**src/rtl/dma_arb_pkg.sv**
```systemverilog
package dma_arb_pkg;

    typedef enum logic [1:0] {
        ARB_IDLE  = 2'd0,
        ARB_WAIT  = 2'd1,
        ARB_GRANT = 2'd2,
        ARB_OWNED = 2'd3
    } arb_state_e;

endpackage

```
**src/rtl/dma_sync_vec.sv**
```systemverilog
module dma_sync_vec #(
    parameter int WIDTH  = 4,
    parameter int STAGES = 2
) (
    input  logic             clk,
    input  logic             rst_n,
    input  logic             clear_i,
    input  logic [WIDTH-1:0] async_i,
    output logic [WIDTH-1:0] sync_o
);

    localparam int LAST = STAGES - 1;

    logic [STAGES-1:0][WIDTH-1:0] pipe_d;
    logic [STAGES-1:0][WIDTH-1:0] pipe_q;

    // One flop rank per stage; the first rank samples the raw input.
    for (genvar g = 0; g < STAGES; g++) begin : g_stage
        if (g == 0) begin : g_head
            always_comb pipe_d[g] = clear_i ? '0 : async_i;
        end else begin : g_tail
            always_comb pipe_d[g] = clear_i ? '0 : pipe_q[g-1];
        end
    end

    always_ff @(posedge clk or negedge rst_n) begin
        if (!rst_n) pipe_q <= '0;
        else        pipe_q <= pipe_d;
    end

    assign sync_o = pipe_q[LAST];

endmodule

```
**src/rtl/dma_prio_chain.sv**
```systemverilog
module dma_prio_chain #(
    parameter int N_DEV = 4
) (
    input  logic [N_DEV-1:0] req_i,
    output logic [N_DEV-1:0] pick_o
);

    // pass[i] is high when the grant reaches position i untaken.
    logic [N_DEV:0] pass;

    assign pass[0] = 1'b1;

    for (genvar i = 0; i < N_DEV; i++) begin : g_slot
        assign pick_o[i]  = pass[i] & req_i[i];
        assign pass[i+1]  = pass[i] & ~req_i[i];
    end

endmodule

```
**src/rtl/dma_arb_fsm.sv**
```systemverilog
module dma_arb_fsm
    import dma_arb_pkg::*;
#(
    parameter int N_DEV = 4
) (
    input  logic             clk,
    input  logic             rst_n,
    input  logic             init_i,
    input  logic [N_DEV-1:0] req_sync_i,
    input  logic [N_DEV-1:0] ack_sync_i,
    input  logic [N_DEV-1:0] pick_i,
    input  logic             cyc_busy_i,
    output logic             hold_o,
    output logic             grant_o,
    output logic [N_DEV-1:0] winner_o
);

    typedef struct packed {
        arb_state_e       state;
        logic [N_DEV-1:0] winner;
    } fsm_regs_t;

    fsm_regs_t regs_d;
    fsm_regs_t regs_q;

    logic req_any;
    logic ack_any;
    logic winner_req;

    always_comb begin
        req_any    = |req_sync_i;
        ack_any    = |ack_sync_i;
        winner_req = |(req_sync_i & regs_q.winner);
        regs_d     = regs_q;

        unique case (regs_q.state)
            ARB_IDLE: begin
                regs_d.winner = '0;
                if (req_any) regs_d.state = ARB_WAIT;
            end
            ARB_WAIT: begin
                if (!req_any) begin
                    regs_d.state = ARB_IDLE;
                end else if (!cyc_busy_i) begin
                    regs_d.state  = ARB_GRANT;
                    regs_d.winner = pick_i;
                end
            end
            ARB_GRANT: begin
                if (ack_any) begin
                    regs_d.state = ARB_OWNED;
                end else if (!winner_req) begin
                    regs_d.state  = ARB_IDLE;
                    regs_d.winner = '0;
                end
            end
            ARB_OWNED: begin
                if (!ack_any) begin
                    regs_d.state  = ARB_IDLE;
                    regs_d.winner = '0;
                end
            end
            default: regs_d = '0;
        endcase

        if (init_i) regs_d = '0;
    end

    always_ff @(posedge clk or negedge rst_n) begin
        if (!rst_n) regs_q <= '0;
        else        regs_q <= regs_d;
    end

    assign hold_o   = (regs_q.state != ARB_IDLE);
    assign grant_o  = (regs_q.state == ARB_GRANT);
    assign winner_o = regs_q.winner;

endmodule

```
**src/rtl/dma_bus_arbiter.sv**
```systemverilog
module dma_bus_arbiter #(
    parameter int N_DEV       = 4,
    parameter int SYNC_STAGES = 2
) (
    input  logic             clk,
    input  logic             rst_n,
    input  logic             init_i,
    input  logic [N_DEV-1:0] dev_req_i,
    input  logic [N_DEV-1:0] dev_ack_i,
    input  logic             cpu_cyc_busy_i,
    output logic             bus_hold_o,
    output logic             bus_grant_o,
    output logic [N_DEV-1:0] dev_grant_o
);

    logic [N_DEV-1:0] req_sync;
    logic [N_DEV-1:0] ack_sync;
    logic [N_DEV-1:0] pick;
    logic [N_DEV-1:0] winner;
    logic             grant;

    dma_sync_vec #(.WIDTH(N_DEV), .STAGES(SYNC_STAGES)) u_req_sync (
        .clk     (clk),
        .rst_n   (rst_n),
        .clear_i (init_i),
        .async_i (dev_req_i),
        .sync_o  (req_sync)
    );

    dma_sync_vec #(.WIDTH(N_DEV), .STAGES(SYNC_STAGES)) u_ack_sync (
        .clk     (clk),
        .rst_n   (rst_n),
        .clear_i (init_i),
        .async_i (dev_ack_i),
        .sync_o  (ack_sync)
    );

    dma_prio_chain #(.N_DEV(N_DEV)) u_chain (
        .req_i  (req_sync),
        .pick_o (pick)
    );

    dma_arb_fsm #(.N_DEV(N_DEV)) u_fsm (
        .clk        (clk),
        .rst_n      (rst_n),
        .init_i     (init_i),
        .req_sync_i (req_sync),
        .ack_sync_i (ack_sync),
        .pick_i     (pick),
        .cyc_busy_i (cpu_cyc_busy_i),
        .hold_o     (bus_hold_o),
        .grant_o    (grant),
        .winner_o   (winner)
    );

    assign bus_grant_o = grant;
    assign dev_grant_o = {N_DEV{grant}} & winner;

endmodule

```
**config.mk**
```make
export PLATFORM = sky130hd
export DESIGN_NAME = dma_bus_arbiter
export DESIGN_NICKNAME = d
export VERILOG_FILES = /design/src/rtl/dma_arb_pkg.sv /design/src/rtl/dma_sync_vec.sv /design/src/rtl/dma_prio_chain.sv /design/src/rtl/dma_arb_fsm.sv /design/src/rtl/dma_bus_arbiter.sv
export SDC_FILE = /design/constraint.sdc
export NUM_CORES = 1
export LEC_CHECK = 0
export BUFFER_PORTS_ARGS = -buffer_cell sky130_fd_sc_hd__clkbuf_2
export CORE_UTILIZATION = 45
export DETAILED_ROUTE_END_ITERATION = 6
export PLACE_DENSITY = 0.66
export RECOVER_POWER = 100
export SKIP_CTS_REPAIR_TIMING = 1
export SLEW_MARGIN = 15
export SYNTH_ARGS = -nofsm -noshare
export SYNTH_HDL_FRONTEND = slang
export SYNTH_SLANG_ARGS = --single-unit
```
**constraint.sdc**
```tcl
create_clock -name clk -period 2.6 [get_ports clk]
set_clock_uncertainty 0.05 [all_clocks]
set_input_delay 0.52 -clock clk [delete_from_list [all_inputs] [get_ports clk]]
set_output_delay 0.52 -clock clk [all_outputs]
set_load 0.03 [all_outputs]
```
==> results.md <==
- Run status: complete, no violations
- DR WL/cell: 10.8 microns
- Final setup TNS: 0 ps
- First-pass GRT wire length: 2280 microns
- # H-tree levels: 1
- Hold Path Class: input pin to asynchronous set/reset pin
- Fillers: 193
- Clk sinks: 22
- WS Path Type: flip-flop to output pin
- Slew @ Worst Pin: 1100 ps
- Drt first pass iters: 4
- Fin crit share: 82.3%
- Synth warn: 0
- Diode count: 0
- Via density: 4.83
- Core box area: 2000 sq um
- Post-route cell area: 1100 sq um
- Area grow syn2layout: 11.7%
- Largest net degree at the start of global routing: 23
- Clock power frac: 25.6%
- Placed cell areas: 1080 sq um
- DR DRC count: 0
- Most frequent cells in the layout: dfrtp_1, nor2b_1, clkbuf_2, clkbuf_1, mux2_1
- Insertion delay to the later sink of the worst-skew pair: 290 ps
- Internal: 0.512 mW
- CP max stage delay: 480 ps
- Synthesized area: 981 sq um
- Commonest non-fill, non-tap cell in the layout: dfrtp_1
- IO Count: 18
- Max-slew violations: 0
- Die area: 2370 sq um
- Post-DRT Antenna Nets: 0
- Layout cells sized above 1: 17.2%
- Multi-input logic area: 384 sq um
- Die height: 48.7 microns
- Cells after DPL: 122
- Vias in the first global route: 558
- Power share of the sequential group: 54.9%
- Seq/Total Area, Yosys: 56.1%
- I/O Buffers: 17
- Seq cells post-synth: 22
- Initial Utilization: 49.0%
- Sw Share: 27.8%
- Critical Path Source Type: flip-flop
- Vias: 609
- Tmin final: 2140 ps
- Worst r2r src: u_ack_sync.sync_o[1]
- Setup ws final: 460 ps
- NumNets Final: 112
- Synth Area per Inst: 12.1 sq um
- Hold_ws: 348 ps
- Post-Layout Cell Count: 126
- Final setup violating endpoints: 0
- Leakage: 0.527 nW
- CTS tree: built
- Netlist cell types: 29
- Final WL: 1360 microns
- Number of CTS-inserted buffers: 3
- RePlAce Congestion: 0.863
- Achievable Freq: 467 MHz
- CP max stage cell: dfrtp_1
- R2R depth: 4
- Crit path cell chain: nand2b_1, inv_1, and2_1, clkbuf_1
- DIE WIDTH: 48.7 microns
- Unrepaired setup endpoints after global routing: false
- Syn_nets: 93
- Switching power: 0.197 mW
- Cell Pwr Density: 647 nW/um^2
- Dpl ws: 645 ps
- DPL Wire Length: 957 microns
- Global Route Usage Sum: 13.0%
- CTS clock-pin slew for the worst setup and hold paths: 120 ps
- Register area: 551 sq um
- Clk buf depth: 2
- Mapped Cells: 81
- Required @ worst endpoint: 2030 ps
- FF-to-FF setup slack: 730 ps
- Clk Tree Root Cell: clkbuf_4
- Gr ovfl total: 0
- Row Count: 16
- Fin. Hold Viols: 0
- Total power draw: 0.710 mW
- Post-layout util: 54.8%
- Critical path origin: u_fsm.regs_q[4]
- DR iter-0 viols: 6
- Worst vdd ir: 0.000348 V
- MaxCap Viol Count: 0
- CP Capture Point: dev_grant_o[3]
- Worst Path Max Fanout: 10
- Relative slew slack: 26.6%
- Data arrival time of the worst path: 1570 ps
- Initial antenna violation count: 0
- Setup crit end kind: output pin
- Terminus of the critical flop-to-flop path: u_fsm.winner_o[0]
- Combinational fraction of design power: 19.5%
-- layout make-up --
type / count / share of cell area, %
tap: 27 / 3.08
sequential: 22 / 50.2
inverter: 3 / 1.03
clock buffer: 4 / 3.31
timing repair buffer: 18 / 7.31
multi-input combinational: 52 / 35.0
-- how the worst min path moves through the flow --
| stage | startpoint | to | slack, ps |
|---|---|---|---|
| after floorplan | rst_n | u_ack_sync.pipe_q[0] | 170 |
| after global placement | u_ack_sync.pipe_q[0] | u_ack_sync.sync_o[0] | 390 |
| after detailed placement | u_ack_sync.pipe_q[3] | u_ack_sync.sync_o[3] | 400 |
| after CTS | rst_n | u_fsm.winner_o[0] | 140 |
| after global routing | dev_ack_i[3] | u_ack_sync.pipe_q[3] | 360 |
| final | rst_n | u_fsm.winner_o[1] | 350 |
-- cells by family after synthesis --
group	count (synthesis)	share of synthesized area [%]
buf+inv	7	3.57
compound gates	8	6.25
simple gates	37	25.3
mux	7	8.80
flops	22	56.1
-- per-layer routing --
metal  track usage, %  routed length [microns]
met5                0                        0
met2             21.5                      650
met1             15.0                      610
met4             6.86                       12
met3             4.09                       82
-- power by group through the flow --
stage | clock (mW) | combinational (mW) | sequential, mW
after floorplan | 0 | 0.134 | 0.381
after global placement | 0 | 0.146 | 0.395
after detailed placement | 0 | 0.148 | 0.397
after CTS | 0.184 | 0.148 | 0.389
after global routing | 0.200 | 0.153 | 0.394
final | 0.181 | 0.139 | 0.389
-- synth_stat cells --
master	number	area share [%]
a211oi_1	2	1.5
a21oi_1	1	0.51
a221oi_1	1	0.89
a22oi_1	2	1.5
and2_1	3	1.9
and3_1	1	0.64
and3b_1	1	0.89
buf_2	1	0.51
buf_6	1	1.1
clkbuf_1	2	0.77
dfrtp_1	22	56
inv_1	3	1.1
mux2_1	1	1.1
mux2_4	3	4.6
mux2i_1	3	3.1
nand2_1	2	0.77
nand2b_1	1	0.64
nor2_1	3	1.1
nor2b_1	16	10
nor3_1	2	1.0
nor3b_1	2	1.5
nor4_2	1	1.3
nor4_4	1	2.2
nor4b_1	1	0.89
o21ba_1	1	1.0
o21bai_1	1	0.77
or2_2	1	0.64
or3_1	1	0.64
or3b_1	1	0.89
-- registers in the layout, indices dropped and copies added, names as in the netlist --
name,cells
u_fsm.regs_q,2
u_ack_sync.pipe_q,4
u_req_sync.pipe_q,4
u_fsm.winner_o,4
u_req_sync.sync_o,4
u_ack_sync.sync_o,4
-- worst max-delay path, delay by kind of cell (launching register included) --
family	cells	cell delay, ps
buffers and inverters	2	420
AND/OR/NAND/NOR	2	370
flip-flops	1	480
Power figures use the tool's default switching activity.
